File: src/rtl/fskd_pkg.sv
package fskd_pkg;

  typedef enum logic [1:0] {
    ST_HUNT,
    ST_START,
    ST_DATA,
    ST_STOP
  } frameState_t;

  // strobes from control to datapath
  typedef struct packed {
    logic quiet;    // interface blanked (no carrier or powered down)
    logic clkRise;  // raise the data clock now
    logic wordEnd;  // start the end-of-word strobe now
  } strobe_t;

endpackage

File: src/rtl/fskd_timebase.sv
module fskd_timebase #(
  parameter int unsigned SYS_HZ  = 3579545,
  parameter int unsigned TICK_HZ = 19200
) (
  input  logic clk,
  input  logic rstN,
  output logic tick
);
  localparam int ACC_W = $clog2(SYS_HZ + TICK_HZ) + 1;

  logic [ACC_W-1:0] phase;
  logic [ACC_W-1:0] phaseNext;

  always_comb phaseNext = phase + ACC_W'(TICK_HZ);

  always_ff @(posedge clk or negedge rstN) begin
    if (!rstN) begin
      phase <= '0;
      tick  <= 1'b0;
    end else if (phaseNext >= ACC_W'(SYS_HZ)) begin
      phase <= phaseNext - ACC_W'(SYS_HZ);
      tick  <= 1'b1;
    end else begin
      phase <= phaseNext;
      tick  <= 1'b0;
    end
  end

  generate
    if (2 * TICK_HZ <= SYS_HZ) begin : g_gapChk

      tick_gap_chk: assert property (@(posedge clk) disable iff (!rstN)
        tick |=> !tick);
    end
  endgenerate

endmodule

File: src/rtl/fskd_ctrl.sv
module fskd_ctrl
  import fskd_pkg::*;
#(
  parameter int unsigned OVS       = 16,
  parameter int unsigned DATA_BITS = 8
) (
  input  logic    clk,
  input  logic    rstN,
  input  logic    tick,
  input  logic    rxBit,
  input  logic    carrierOn,
  input  logic    powerDown,
  output strobe_t strobe
);
  localparam int CNT_W = $clog2(OVS);
  localparam int IDX_W = $clog2(DATA_BITS + 1);
  localparam logic [CNT_W-1:0] MID_CNT  = CNT_W'(OVS / 2 - 1);
  localparam logic [CNT_W-1:0] LAST_CNT = CNT_W'(OVS - 1);
  localparam logic [IDX_W-1:0] LAST_IDX = IDX_W'(DATA_BITS - 1);

  frameState_t      state, stateNext;
  logic [CNT_W-1:0] cnt, cntNext;
  logic [IDX_W-1:0] idx, idxNext;
  logic             prevSample;
  logic             quiet;
  logic             riseNow;
  logic             endNow;

  assign quiet = powerDown | ~carrierOn;

  always_comb begin
    stateNext = state;
    cntNext   = cnt;
    idxNext   = idx;
    riseNow   = 1'b0;
    endNow    = 1'b0;
    if (tick) begin
      unique case (state)
        ST_HUNT: begin
          if (prevSample && !rxBit) begin
            stateNext = ST_START;
            cntNext   = '0;
          end
        end
        ST_START: begin
          if (cnt == MID_CNT) begin
            if (rxBit) begin
              stateNext = ST_HUNT;
            end else begin
              stateNext = ST_DATA;
              cntNext   = '0;
              idxNext   = '0;
            end
          end else begin
            cntNext = cnt + 1'b1;
          end
        end
        ST_DATA: begin
          if (cnt == LAST_CNT) begin
            riseNow = 1'b1;
            cntNext = '0;
            if (idx == LAST_IDX) stateNext = ST_STOP;
            else                 idxNext   = idx + 1'b1;
          end else begin
            cntNext = cnt + 1'b1;
          end
        end
        ST_STOP: begin
          if (cnt == LAST_CNT) begin
            endNow    = rxBit;
            stateNext = ST_HUNT;
          end else begin
            cntNext = cnt + 1'b1;
          end
        end
        default: stateNext = ST_HUNT;
      endcase
    end
  end

  always_ff @(posedge clk or negedge rstN) begin
    if (!rstN) begin
      state      <= ST_HUNT;
      cnt        <= '0;
      idx        <= '0;
      prevSample <= 1'b1;
    end else if (quiet) begin
      state      <= ST_HUNT;
      cnt        <= '0;
      idx        <= '0;
      prevSample <= 1'b1;
    end else begin
      state <= stateNext;
      cnt   <= cntNext;
      idx   <= idxNext;
      if (tick) prevSample <= rxBit;
    end
  end

  always_comb begin
    strobe.quiet   = quiet;
    strobe.clkRise = riseNow & ~quiet;
    strobe.wordEnd = endNow & ~quiet;
  end

endmodule

File: src/rtl/fskd_datapath.sv
module fskd_datapath
  import fskd_pkg::*;
#(
  parameter int unsigned OVS       = 16,
  parameter int unsigned DATA_BITS = 8
) (
  input  logic    clk,
  input  logic    rstN,
  input  logic    tick,
  input  logic    demodBit,
  input  logic    powerDown,
  input  strobe_t strobe,
  output logic    rxBit,
  output logic    dataOut,
  output logic    dataClk,
  output logic    wordEndN,
  output logic    wordEndOe
);
  localparam int HALF  = OVS / 2;
  localparam int HC_W  = $clog2(HALF) + 1;
  localparam int IDX_W = $clog2(DATA_BITS + 1);

  logic [1:0] syncReg;
  logic [1:0] pulseStart;
  logic [1:0] pulseOn;
  logic       clkOn;
  logic       weOn;

  always_ff @(posedge clk or negedge rstN) begin
    if (!rstN) syncReg <= 2'b11;
    else       syncReg <= {syncReg[0], demodBit};
  end

  assign rxBit      = syncReg[1];
  assign pulseStart = {strobe.wordEnd, strobe.clkRise};

  // channel 0: data clock, channel 1: end-of-word strobe
  for (genvar g = 0; g < 2; g++) begin : g_pulse
    logic            on;
    logic [HC_W-1:0] width;
    always_ff @(posedge clk or negedge rstN) begin
      if (!rstN) begin
        on    <= 1'b0;
        width <= '0;
      end else if (strobe.quiet) begin
        on    <= 1'b0;
        width <= '0;
      end else if (pulseStart[g]) begin
        on    <= 1'b1;
        width <= '0;
      end else if (tick && on) begin
        if (width == HC_W'(HALF - 1)) on <= 1'b0;
        else                          width <= width + 1'b1;
      end
    end
    assign pulseOn[g] = on;
  end

  assign clkOn     = pulseOn[0];
  assign weOn      = pulseOn[1];
  assign dataOut   = strobe.quiet ? 1'b1 : rxBit;
  assign dataClk   = powerDown | clkOn;
  assign wordEndN  = ~(weOn & ~powerDown);
  assign wordEndOe = ~powerDown;

  // count of clock strobes in the current character, for checking only
  logic [IDX_W-1:0] riseCount;
  always_ff @(posedge clk or negedge rstN) begin
    if (!rstN)                                riseCount <= '0;
    else if (strobe.quiet || strobe.wordEnd)  riseCount <= '0;
    else if (strobe.clkRise)
      riseCount <= (riseCount == IDX_W'(DATA_BITS)) ? IDX_W'(1) : riseCount + 1'b1;
  end


  eight_rise_chk: assert property (@(posedge clk) disable iff (!rstN)
    strobe.wordEnd |-> riseCount == IDX_W'(DATA_BITS));


  rise_on_tick_chk: assert property (@(posedge clk) disable iff (!rstN)
    strobe.clkRise |-> tick);


  stop_mark_chk: assert property (@(posedge clk) disable iff (!rstN)
    strobe.wordEnd |-> rxBit);


  pulse_apart_chk: assert property (@(posedge clk) disable iff (!rstN)
    $rose(clkOn) |-> !weOn);


  pd_park_chk: assert property (@(posedge clk) disable iff (!rstN)
    powerDown |=> (!clkOn && !weOn));

endmodule

File: src/rtl/fskd_deframer.sv
module fskd_deframer
  import fskd_pkg::*;
#(
  parameter int unsigned SYS_HZ    = 3579545,
  parameter int unsigned BAUD      = 1200,
  parameter int unsigned OVS       = 16,
  parameter int unsigned DATA_BITS = 8
) (
  input  logic clk,
  input  logic rstN,
  input  logic demodBit,
  input  logic carrierOn,
  input  logic powerDown,
  output logic dataOut,
  output logic dataClk,
  output logic wordEndN,
  output logic wordEndOe
);
  localparam int unsigned TICK_HZ = BAUD * OVS;

  logic    tick;
  logic    rxBit;
  strobe_t strobe;

  fskd_timebase #(
    .SYS_HZ (SYS_HZ),
    .TICK_HZ(TICK_HZ)
  ) u_timebase (
    .clk (clk),
    .rstN(rstN),
    .tick(tick)
  );

  fskd_ctrl #(
    .OVS      (OVS),
    .DATA_BITS(DATA_BITS)
  ) u_ctrl (
    .clk      (clk),
    .rstN     (rstN),
    .tick     (tick),
    .rxBit    (rxBit),
    .carrierOn(carrierOn),
    .powerDown(powerDown),
    .strobe   (strobe)
  );

  fskd_datapath #(
    .OVS      (OVS),
    .DATA_BITS(DATA_BITS)
  ) u_datapath (
    .clk      (clk),
    .rstN     (rstN),
    .tick     (tick),
    .demodBit (demodBit),
    .powerDown(powerDown),
    .strobe   (strobe),
    .rxBit    (rxBit),
    .dataOut  (dataOut),
    .dataClk  (dataClk),
    .wordEndN (wordEndN),
    .wordEndOe(wordEndOe)
  );

endmodule

File: config.mk
export PLATFORM = sky130hd
export DESIGN_NAME = fskd_deframer
export DESIGN_NICKNAME = d
export VERILOG_FILES = /design/src/rtl/fskd_pkg.sv /design/src/rtl/fskd_timebase.sv /design/src/rtl/fskd_ctrl.sv /design/src/rtl/fskd_datapath.sv /design/src/rtl/fskd_deframer.sv
export SDC_FILE = /design/constraint.sdc
export NUM_CORES = 1
export LEC_CHECK = 0
export BUFFER_PORTS_ARGS = -buffer_cell sky130_fd_sc_hd__buf_2
export CORE_ASPECT_RATIO = 1.4
export CORE_MARGIN = 2
export CORE_UTILIZATION = 65
export DETAILED_ROUTE_END_ITERATION = 10
export HOLD_SLACK_MARGIN = 0.02
export PLACE_DENSITY = 0.83
export SLEW_MARGIN = 20
export SYNTH_ARGS = -nofsm -noshare
export SYNTH_HDL_FRONTEND = slang
export SYNTH_SLANG_ARGS = --single-unit
File: constraint.sdc
create_clock -name clk -period 8.8 [get_ports clk]
set_input_delay 0 -clock clk [delete_from_list [all_inputs] [get_ports clk]]
set_output_delay 0 -clock clk [all_outputs]
set_load 0.02 [all_outputs]
# Word level (Yosys, flattened, before mapping)
# Index checks and enable logic that the tools add are counted.
# word_totals
regBits	47
in_bits	5
out_inout_bits	4
wordCells	114
# classes
add_sub_neg	6
order_cmp	1
eq_ne	19
muxes	50
bitwise_logic	9
reduce_logical	18
# ops
op	count
4-bit two-way mux	20
23-bit by 15-bit adder with 23-bit output, second input constant	1
23-bit by 22-bit >= comparator with 1-bit output, second input constant	1
23-bit two-way mux	1
23-bit by 22-bit subtractor with 23-bit output, second input constant	1
1-bit two-way mux	18
4-bit by 1-bit adder with 4-bit output, second input constant	4
4-bit by 3-bit == test with 1-bit output, second input constant	4
2-bit two-way mux	8
4-bit one-hot mux with 4 select lines	1
3-bit by 1-bit inequality test with 1-bit output, second input constant	5
3-bit nonzero test	5
6-bit AND reduction	2
3-bit inequality test, second input constant	3
2-bit one-hot mux with 4 select lines	1
4-bit one-hot mux with 2 select lines	1
2-bit AND reduction	4
3-bit by 2-bit inequality test with 1-bit output, second input constant	2
2-bit == test, second input constant	2
4-bit == test, second input constant	1
4-bit inequality test, second input constant	1
1-bit inverter	4
4-bit AND reduction	1
1-bit AND	3
other kinds (6)	9

# Depth between registers and ports, before layout
# Gate-level depths: netlist of the first run.
# depth
word_depth	7
ltp_mapped	13
mapped_depth_nobuf	11

# Cells and area by module
# Synthesis of the first run repeated with hierarchy kept, for this count alone.
# hier_totals
cells_unflattened	332
hier_area_um2	3065.4
# by_module_without_submodules
mod	instances	cells_per_inst	area_per_inst_um2	seq_area_each_um2
fskd_timebase	1	185	1675.4	600.6
fskd_ctrl	1	89	807.0	276.5
fskd_datapath	1	58	583.1	302.8

# Worst setup path after synthesis of the first run
# Ideal clock, no wire load.
# synth_path
kind	register to register
start	register u_timebase.phase[8]
end	register u_timebase.phase[14]
t_arrival_ns	2.626
t_required_ns	8.677
slack_ns	6.051
stages_incl_launch_ff	12
synth_period_minus_slack_ns	2.749
cell_sequence	dfrtp_1 inv_1 ha_1 buf_2 and4bb_1 o211ai_1 a211oi_2 nor4_4 o31ai_2 a21oi_4 or3_1 xnor2_1
# synth_between
elab_chain_cells	3
# synth_lines
element	line_no	text
from (decl)	fskd_timebase.sv:11	logic [ACC_W-1:0] phase;
from (signal assigned)	fskd_timebase.sv:21	phase <= phaseNext - ACC_W'(SYS_HZ);
from (signal assigned)	fskd_timebase.sv:24	phase <= phaseNext;
23-bit by 15-bit adder with 23-bit output *	fskd_timebase.sv:14	always_comb phaseNext = phase + ACC_W'(TICK_HZ);
23-bit by 22-bit subtractor with 23-bit output or 23-bit by 22-bit >= comparator with 1-bit output (tied branches)	fskd_timebase.sv:21, fskd_timebase.sv:20	
23-bit two-way mux *	fskd_timebase.sv:20	end else if (phaseNext >= ACC_W'(SYS_HZ)) begin
# Mark *: on every way between the ends. The rest lies on a longest branch, timed or not.
# A chain may end at the register's enable or synchronous reset.

# Worst setup path in the final report of the first run
# layout_path
start	register u_timebase.phase[8]
end	register u_timebase.phase[10]
# The elaborated chain is that of the path after synthesis.

==> flow_metrics.py, run 1 <==
metrics = {
    "logic_synthesis": {
        "syn_nets": 367,
        "synth_edf_count": 0,
        "yosysWarnings": 0,
        "synth-seq-cells": 47,
        "synth-compound-area-share_pct": 15.8,
        "yosysUniqueCellTypes": 56,
        "ys_async_sr_fraction_pct": 100,
        "yosys.area_share.simple_pct": 24.7,
        "synth_top_family_by_area": "simple AND/OR/NAND/NOR gates",
        "syn_avg_cell_area_um2": 8.88,
        "syn_inst": 349,
        "yosysTopAreaCell": "dfrtp_1",
        "ys.flop_type": "dfrtp_1",
        "synth_mux_area_share_pct": 1.94,
        "ys_seq_area_share_pct": 38.1,
        "yosysTopAreaCellShare_pct": 35.5,
        "synth_area_um2": 3100,
        "synth-xor-area-share_pct": 9.85,
        "synth_fa_ha_area_share_pct": 5.25,
        "synth_area_leaders": "dfrtp_1 (36%), xnor2_1 (5.6%), ha_1 (5.2%)",
    },
    "sta": {
        "drv_slew": 0,
        "rsz0062_at_grt": "no",
        "fmax_mhz": 313,
        "setup_viol": 0,
        "worstMarginPinSlew_ns": 0.757,
        "fin_crit_sh_pct": 36.3,
        "worst_slew_margin_rel_pct": 48.9,
        "hold_violations": 0,
        "setup_slack_ns": 5.61,
        "fin_setup_tns_ns": 0,
        "fin_crit_ns": 3.19,
        "skew_ns": 0.0111,
    },
    "critical_path": {
        "crit_type": "flip-flop to flip-flop",
        "crit_chain": "inv_1 -> ha_1 -> nor2b_1 -> o211ai_4 -> nor4_1 -> a211oi_2 -> o31ai_2 -> a21oi_4 -> inv_4 -> mux2i_1 -> xor2_1",
        "slowest_stage": "dfrtp_1",
        "slowest_delay_ns": 0.49,
        "worstPathArrival_ns": 3.42,
        "timing.rr.end": "u_timebase.phase[10]",
        "r2r_setup_slack_ns": 5.61,
        "end_kind": "flip-flop",
        "required_ns": 9.02,
        "r2r_cells": 11,
        "crit_path_start_kind": "flip-flop",
        "worst-path-max-fanout": 14,
        "rr_startpoint": "u_timebase.phase[8]",
    },
    "outcome": {
        "status": "finished clean",
    },
    "pwr": {
        "p_leak_nw": 1.33,
        "vdd_drop_max_mv": 0.0737,
        "powerDensity_nw_per_um2": 119,
    },
    "clocking": {
        "clockBufferDepth": 2,
        "ctsResizeCount": 0,
        "postCtsSetupBuffers": 0,
        "clk_root_buffer_cell": "clkbuf_8",
        "cts_num_sinks": 47,
        "clk_pin_slew_worst_paths_ns": 0.10,
        "clock_latency_ns": 0.31,
        "cts_tree": "done",
        "htreeDepth": 2,
        "cts_hold_buf": 2,
        "numCtsBuffers": 5,
    },
    "placed_design": {
        "io_buffers": 8,
        "dpl_worst_slack_ns": 5.69,
        "hpwl_um": 4550,
        "gp_congestion": 0.941,
    },
    "grt": {
        "grt_overflow": 0,
        "grt_pass1_vias": 2484,
        "antenna_found_initial": 0,
        "grt_max_degree": 48,
        "grt_usage_pct": 26.0,
        "grt_pass1_wl_um": 11200,
    },
    "routing": {
        "via_per_inst": 6.07,
        "ant_nets": 0,
        "avgRoutedWirePerCell_um": 15.2,
        "drt-initial-drc-count": 156,
        "drt_wl_total_um": 6330,
        "drcViolationCount": 0,
        "dr.pass1.iters": 4,
        "vias": 2533,
    },
    "floorplanning": {
        "num_rows": 29,
        "core_um2": 4570,
        "ios": 9,
        "start_util_pct": 67.8,
        "die_x_um": 62.4,
        "die_area_um2": 5350,
        "die_height_um": 85.7,
    },
    "hold_path": {
        "hp-start": "powerDown",
        "holdCritPathClass": "primary input to flip-flop",
        "hold_depth": 3,
        "hold_path_end": "u_ctrl.prevSample",
    },
    "layout": {
        "drive_above_1_share_pct": 8.73,
        "layout_commonest_cell": "dfrtp_1",
        "fin_nets": 372,
        "diodes": 0,
        "final_cell_mix": "dfrtp_1 (44), nand2_1 (41), nor2_1 (34)",
        "area_growth_pct": 6.01,
    },
    "flow_run": {
        "max_cap_viol_count": 0,
    },
}
## state kept, by name, indices dropped and copies added, names as in the netlist
| name | flops |
|---|---|
| u_datapath.g_pulse.on | 1 |
| u_timebase.tick | 1 |
| u_datapath.syncReg | 2 |
| u_ctrl.idx | 4 |
| u_ctrl.prevSample | 1 |
| u_timebase.phase | 23 |
| u_datapath.g_pulse.width | 8 |
| u_ctrl.cnt | 4 |
| u_datapath.clkOn | 1 |
| u_ctrl.state | 2 |
## cell usage after synthesis (all sizes together), types with 3 or more instances
| master | count |
|---|---|
| a211oi | 4 |
| a21oi | 14 |
| a31oi | 4 |
| and2 | 4 |
| and3 | 4 |
| and4b | 3 |
| buf | 7 |
| clkbuf | 5 |
| dfrtp | 44 |
| dfstp | 3 |
| ha | 13 |
| inv | 18 |
| mux2i | 6 |
| nand2 | 41 |
| nand2b | 4 |
| nand3 | 15 |
| nand4 | 9 |
| nor2 | 34 |
| nor2b | 8 |
| nor3 | 7 |
| nor4 | 4 |
| o211ai | 3 |
| o21ai | 27 |
| o311a | 4 |
| or2 | 3 |
| or3 | 5 |
| xnor2 | 21 |
| xor2 | 13 |
## stage by stage
stage	std cells	util, %	area, um^2	power [mW]	hold WS [ns]
3_3_place_gp	407	68.9	3150	0.232	0.106
2_1_floorplan	349	-	3100	0.225	-0.296
4_1_cts	417	71.8	3280	0.397	0.0391
3_5_place_dp	407	68.9	3150	0.232	0.109
5_1_grt	417	71.9	3290	0.406	0.0878
6_report	417	71.9	3290	0.393	0.0419
## worst max path at each step
stage                   startpoint              endpoint
6_report       u_timebase.phase[8]  u_timebase.phase[10]
3_5_place_dp   u_timebase.phase[8]  u_timebase.phase[11]
3_3_place_gp   u_timebase.phase[8]  u_timebase.phase[10]
5_1_grt        u_timebase.phase[8]  u_timebase.phase[11]
2_1_floorplan  u_timebase.phase[8]  u_timebase.phase[14]
4_1_cts        u_timebase.phase[8]  u_timebase.phase[11]
## per-layer routing
| metal | track usage [%] | vias up | routed length [um] |
|---|---|---|---|
| met5 | 0 | - | 0 |
| met4 | 10.7 | 0 | 171 |
| met3 | 3.81 | 21 | 190 |
| met2 | 48.0 | 71 | 3360 |
| met1 | 30.3 | 1204 | 2610 |
| li1 | - | 1237 | - |
## logic make-up after synthesis
logic type,Yosys count
xor gates and xnor gates,34
and+or+nand+nor,148
DFF,47
buffers and inverters,30
muxes,6
adders and majority gates,13
AOI/OAI and AO/OA,71
## layout make-up
cell class                 instances  area, um^2
multi-input combinational        272        1780
timing repair buffer              10        62.6
fill                             369        1280
tap                               62        77.6
clock buffer                       5        68.8
sequential                        47        1180
inverter                          18        70.1
clock inverter                     3        46.3
## critical path: cells and delay by family (launching register included)
kind,cells,cell delay [ns]
AO/OA/AOI/OAI,4,0.84
buffers and inverters,2,0.28
multiplexers,1,0.25
XOR/XNOR,1,0.18
flip-flops,1,0.49
adder cells (fa/ha/maj),1,0.33
AND/OR/NAND/NOR,2,0.74
## power by group
| part | switching [mW] | internal, mW |
|---|---|---|
| sequential | 0.000422 | 0.217 |
| combinational | 0.00829 | 0.00266 |
| clock | 0.0790 | 0.0857 |
(Power assumes the default switching activity.)
==> run 2, diff against run 1 <==
--- a/config.mk
+++ b/config.mk
@@ -8,10 +8,10 @@
 export BUFFER_PORTS_ARGS = -buffer_cell sky130_fd_sc_hd__buf_2
 export CORE_ASPECT_RATIO = 1.4
 export CORE_MARGIN = 2
-export CORE_UTILIZATION = 65
+export CORE_UTILIZATION = 56
 export DETAILED_ROUTE_END_ITERATION = 10
 export HOLD_SLACK_MARGIN = 0.02
-export PLACE_DENSITY = 0.83
+export PLACE_DENSITY = 0.76
 export SLEW_MARGIN = 20
 export SYNTH_ARGS = -nofsm -noshare
 export SYNTH_HDL_FRONTEND = slang
==> constraint.sdc (replaced) <==
create_clock -name clk -period 2.8 [get_ports clk]
set_input_delay 0 -clock clk [delete_from_list [all_inputs] [get_ports clk]]
set_output_delay 0 -clock clk [all_outputs]
set_load 0.02 [all_outputs]
==> run 2 against run 1 <==
Effect of this change: clock skew shrank 0.0045 ns; critical endpoint unchanged; sequential share of layout area decreased by 1.9 points; highest routed layer unchanged; die area grew 15%; combinational power increased to 3.1 times the previous value; maximum frequency grew 22%; sequential power grew to 3.1 times the previous value; non-clock buffer count up 21; wire length rose by 2.4%; worst setup slack got worse by 5.4 ns.
==> flow_metrics.py, run 2 (synthesized netlist as in run 1, its figures left out) <==
metrics = {
    "outcome": {
        "status": "finished clean",
    },
    "layout": {
        "n_fill_cell": 462,
        "fin_nets": 393,
        "final_cell_mix": "dfrtp_1 (43), nand2_1 (41), nor2_1 (34)",
        "design_area_um2": 3470,
        "area_growth_pct": 12.0,
        "largest_reg_flops": 23,
        "layout_commonest_cell": "dfrtp_1",
        "fin_util_pct": 63.8,
        "regMostFlops": "u_timebase.phase",
        "drive_above_1_share_pct": 14.9,
        "diodes": 0,
        "stdcell_count": 444,
        "top_regs": "u_timebase.phase x23, u_datapath.g_pulse.width x8",
    },
    "grt": {
        "antenna_found_initial": 0,
        "grt_overflow": 0,
        "grt_pass1_vias": 2436,
        "grt_usage_pct": 22.8,
        "grt_pass1_wl_um": 10900,
        "grt_max_degree": 48,
    },
    "sta": {
        "hold_violations": 0,
        "setup_viol": 0,
        "worst_slew_margin_rel_pct": 52.1,
        "drv_slew": 0,
        "worstMarginPinSlew_ns": 0.709,
        "skew_ns": 0.00656,
        "fin_crit_ns": 2.62,
        "fin_crit_sh_pct": 93.7,
        "fmax_mhz": 381,
        "setup_slack_ns": 0.177,
    },
    "clocking": {
        "htreeDepth": 2,
        "cts_tree": "done",
        "clockBufferDepth": 2,
        "cts_num_sinks": 47,
        "clk_root_buffer_cell": "clkbuf_8",
        "clock_latency_ns": 0.30,
        "numCtsBuffers": 5,
        "clk_pin_slew_worst_paths_ns": 0.09,
    },
    "critical_path": {
        "crit_type": "flip-flop to flip-flop",
        "required_ns": 3.03,
        "end_kind": "flip-flop",
        "crit_path_start_kind": "flip-flop",
        "worst-path-max-fanout": 14,
        "timing.rr.end": "u_timebase.phase[10]",
        "cp-startpoint": "u_timebase.phase[8]",
        "rr_startpoint": "u_timebase.phase[8]",
        "r2r_setup_slack_ns": 0.18,
        "r2r_cells": 11,
        "worstPathArrival_ns": 2.85,
        "crit_path_end": "u_timebase.phase[10]",
    },
    "floorplanning": {
        "die_height_um": 92.0,
        "die_area_um2": 6160,
        "num_rows": 32,
        "start_util_pct": 56.9,
        "core_um2": 5450,
        "ios": 9,
        "die_x_um": 66.9,
    },
    "placed_design": {
        "hpwl_um": 4770,
        "io_buffers": 8,
        "dpl_worst_slack_ns": 0.0433,
        "placed_area_um2": 3300,
        "gp_congestion": 0.937,
        "dp_cells": 432,
    },
    "routing": {
        "drt_wl_total_um": 6480,
        "drcViolationCount": 0,
        "avgRoutedWirePerCell_um": 14.6,
        "ant_nets": 0,
        "via_per_inst": 5.76,
        "vias": 2557,
        "dr.pass1.iters": 5,
        "drt-initial-drc-count": 175,
    },
    "pwr": {
        "p_leak_nw": 1.42,
        "vdd_drop_max_mv": 0.238,
        "total_power_mw": 1.16,
        "powerDensity_nw_per_um2": 335,
    },
    "flow_run": {
        "max_cap_viol_count": 0,
    },
    "hold_path": {
        "holdCritPathClass": "primary input to flip-flop",
    },
}
## run 2: power by group
group / internal (mW) / switching [mW]
logic: 0.00836 / 0.0254
registers: 0.681 / 0.00149
clock network: 0.202 / 0.244
total: 0.891 / 0.271
## run 2: worst min-delay path by stage
stage          cells after the start               endpoint       from
5_1_grt                            3      u_ctrl.prevSample  powerDown
6_report                           3      u_ctrl.prevSample  powerDown
4_1_cts                            3      u_ctrl.prevSample  powerDown
3_3_place_gp                       1  u_datapath.syncReg[0]   demodBit
3_5_place_dp                       1  u_datapath.syncReg[0]   demodBit
2_1_floorplan                      0          u_ctrl.cnt[0]       rstN
## run 2: critical path, cell delays in order, from the launching register on
cell and delay, ns:
dfrtp_1 0.39, inv_2 0.09, ha_4 0.17, nand2_1 0.05, or4_1 0.42, o311a_1 0.20, nor4_4 0.33, o31ai_4 0.12
a21oi_4 0.29, inv_4 0.14, mux2i_1 0.20, xor2_1 0.15
## run 2: final cells by class
cell class	instances	area (um^2)	share of cell area, %
Clock buffer	6	82.6	2.38
Clock inverter	2	16.3	0.468
Inverter	18	70.1	2.02
Multi-Input combinational cell	272	1820	52.3
Sequential cell	47	1180	34.0
Tap cell	68	85.1	2.45
Timing Repair Buffer	31	220	6.34
## run 2: what timing repair did
action                     4_1_cts  5_1_grt
setup endpoints to repair        0       19
hold buffers                     2        0
resized for setup                0        7
buffers inserted                 0        2
hold endpoints to repair        45        0
## run 2: metrics by stage
stage               hold slack [ns]  TNS [ns]
finish                       0.0409         0
global route                 0.0734  -0.00510
CTS                          0.0321         0
detailed placement            0.110         0
global placement              0.108         0
floorplan                    -0.296         0
## run 2: routing by layer
metal	part of all wire (%)	global-route usage (%)	vias to the layer above
met5	0	0	-
met4	2.5	9.69	0
met3	2.4	3.56	11
met2	54	41.2	41
met1	41	25.9	1229
li1	-	-	1276
==> run 3, diff against run 2 <==
==> constraint.sdc (replaced) <==
create_clock -name clk -period 2.8 [get_ports clk]
set_input_delay 0.28 -clock clk [delete_from_list [all_inputs] [get_ports clk]]
set_output_delay 0.28 -clock clk [all_outputs]
set_load 0.02 [all_outputs]
==> run 3 against run 2 <==
Effect of this change: global-route usage up 0.17 points; register-to-register slack worse by 0.07 ns; first-iteration DRC count down 45%; maximum frequency down 2.6%; wire length up 2.6%; largest power group unchanged; largest cell class unchanged; sequential share of layout area down 0.21 points; highest routed layer unchanged.
==> flow_metrics.py, run 3 (synthesized netlist as in run 1, its figures left out) <==
metrics = {
    "pwr": {
        "pwr-share-clk_pct": 41.8,
        "p_int_uw": 956,
        "pwr-share-comb_pct": 2.8,
        "powerDensity_nw_per_um2": 352,
        "p_seq_share_pct": 55.4,
        "p_sw_uw": 275,
        "vdd_drop_max_mv": 0.288,
        "p_leak_nw": 1.43,
        "switching_share_pct": 22.4,
    },
    "placed_design": {
        "io_buffers": 8,
        "dp_cells": 433,
        "hpwl_um": 4740,
        "gp_congestion": 0.938,
        "placed_area_um2": 3310,
    },
    "layout": {
        "layout_commonest_cell": "dfrtp_1",
        "area_growth_pct": 12.7,
        "diodes": 0,
        "drive_above_1_share_pct": 15.6,
        "stdcell_count": 445,
        "top_regs": "u_timebase.phase x23, u_datapath.g_pulse.width x8",
        "largest_reg_flops": 23,
        "design_area_um2": 3490,
        "n_fill_cell": 475,
        "ff_latch_area_um2": 1180,
        "multi_input_area_um2": 1830,
        "final_cell_mix": "dfrtp_1 (43), nand2_1 (41), nor2_1 (34)",
        "regMostFlops": "u_timebase.phase",
        "fin_nets": 394,
    },
    "critical_path": {
        "crit_chain": "inv_2 -> ha_4 -> buf_4 -> nor2_1 -> o211ai_1 -> buf_4 -> a21oi_1 -> nor4_4 -> o311a_1 -> nor4_2 -> buf_4 -> mux2i_1 -> and4b_1",
        "end_kind": "flip-flop",
        "crit_buf_inv": 4,
        "slowest_delay_ns": 0.38,
        "crit_path_start_kind": "flip-flop",
        "r2r_cells": 13,
        "required_ns": 3.06,
        "crit_type": "flip-flop to flip-flop",
        "r2r_setup_slack_ns": 0.11,
        "worst-path-max-fanout": 6,
        "crit_family": "compound AO/OA/AOI/OAI gates",
        "worstPathArrival_ns": 2.95,
        "slowest_stage": "dfrtp_1",
        "timing.rr.end": "u_timebase.phase[11]",
        "rr_startpoint": "u_timebase.phase[8]",
        "crit_top_cell": "buf_4",
    },
    "sta": {
        "drv_slew": 0,
        "worst_slew_margin_rel_pct": 51.8,
        "hold_violations": 0,
        "skew_ns": 0.0111,
        "worstMarginPinSlew_ns": 0.714,
        "fmax_mhz": 371,
        "setup_viol": 0,
        "fin_crit_sh_pct": 96.2,
        "fin_crit_ns": 2.69,
    },
    "floorplanning": {
        "core_um2": 5450,
        "start_util_pct": 56.9,
        "die_height_um": 92.0,
        "num_rows": 32,
        "ios": 9,
        "die_x_um": 66.9,
        "die_area_um2": 6160,
    },
    "outcome": {
        "status": "finished clean",
    },
    "flow_run": {
        "max_cap_viol_count": 0,
    },
    "clocking": {
        "clk_root_buffer_cell": "clkbuf_8",
        "htreeDepth": 2,
        "clock_latency_ns": 0.31,
        "numCtsBuffers": 5,
        "clk_pin_slew_worst_paths_ns": 0.10,
        "cts_tree": "done",
        "cts_num_sinks": 47,
        "clockBufferDepth": 2,
    },
    "routing": {
        "avgRoutedWirePerCell_um": 14.9,
        "drcViolationCount": 0,
        "vias": 2628,
        "dr.pass1.iters": 4,
        "drt-initial-drc-count": 96,
        "drt_wl_total_um": 6650,
        "via_per_inst": 5.91,
        "ant_nets": 0,
    },
    "hold_path": {
        "hp-start": "demodBit",
        "hold_depth": 1,
        "hold_path_end": "u_datapath.syncReg[0]",
        "holdCritPathClass": "primary input to flip-flop",
    },
    "grt": {
        "grt_pass1_wl_um": 11000,
        "grt_max_degree": 48,
        "antenna_found_initial": 0,
        "grt_pass1_vias": 2557,
        "grt_usage_pct": 23.0,
        "grt_overflow": 0,
    },
}
## run 3: cell count changes in the layout (fill, tap and decap cells not counted)
cell	change
a21oi_2	+1
a221o_1	-1
a221o_2	+1
buf_4	+1
bufinv_16	+1
clkbuf_8	-1
clkinv_2	+1
clkinvlp_4	-1
dlygate4sd3_1	-1
## run 3: area by class of cell
type                    instances  share of cell area [%]
clock buffers                   5                    1.97
flip-flops and latches         47                    33.8
inverters                      18                    2.01
well taps                      68                    2.44
multi-input cells             273                    52.3
clock inverters                 3                    1.25
repair buffers                 31                    6.23
## run 3: power groups by stage
stage	Combinational (mW)	Clock, mW	Sequential (mW)
2_1_floorplan	0.0117	0	0.695
5_1_grt	0.0396	0.553	0.683
3_5_place_dp	0.0339	0	0.696
4_1_cts	0.0338	0.527	0.682
3_3_place_gp	0.0338	0	0.696
6_report	0.0338	0.514	0.682
## run 3: metal layers
layer  global-route usage [%]  up-vias  share of wire, %
li1                         -     1284                 -
met2                     42.4       55                55
met1                     24.8     1273                40
met5                        0        -                 0
met4                     10.7        0               2.5
met3                     3.56       16               2.6
## run 3: worst max-delay path by stage
stage / cells after the start / to / start
floorplan: 11 / u_timebase.phase[14] / u_timebase.phase[8]
global placement: 12 / u_timebase.phase[11] / u_timebase.phase[8]
detailed placement: 10 / u_timebase.phase[14] / u_timebase.phase[8]
CTS: 10 / u_timebase.phase[18] / u_timebase.phase[8]
global route: 9 / u_timebase.phase[21] / u_timebase.phase[14]
finish: 13 / u_timebase.phase[11] / u_timebase.phase[8]
## run 3: what timing repair did
item | CTS | global route
endpoints found under the hold margin | 0 | 14
gates resized for setup | 0 | 8
hold buffers | 0 | 1
endpoints found under the setup margin | 0 | 17
setup buffers | 0 | 2
## run 3: per-stage QoR
step	setup TNS (ns)	setup WS [ns]	power (mW)	hold slack (ns)	utilization [%]
4_1_cts	0	0.0238	1.24	0.0564	62.8
5_1_grt	-0.0508	-0.0301	1.28	0.0451	64.2
2_1_floorplan	0	0.0511	0.707	-0.0156	-
3_5_place_dp	0	0.0465	0.730	0.349	60.7
6_report	0	0.106	1.23	0.0658	64.2
3_3_place_gp	0	0.124	0.730	0.348	60.7
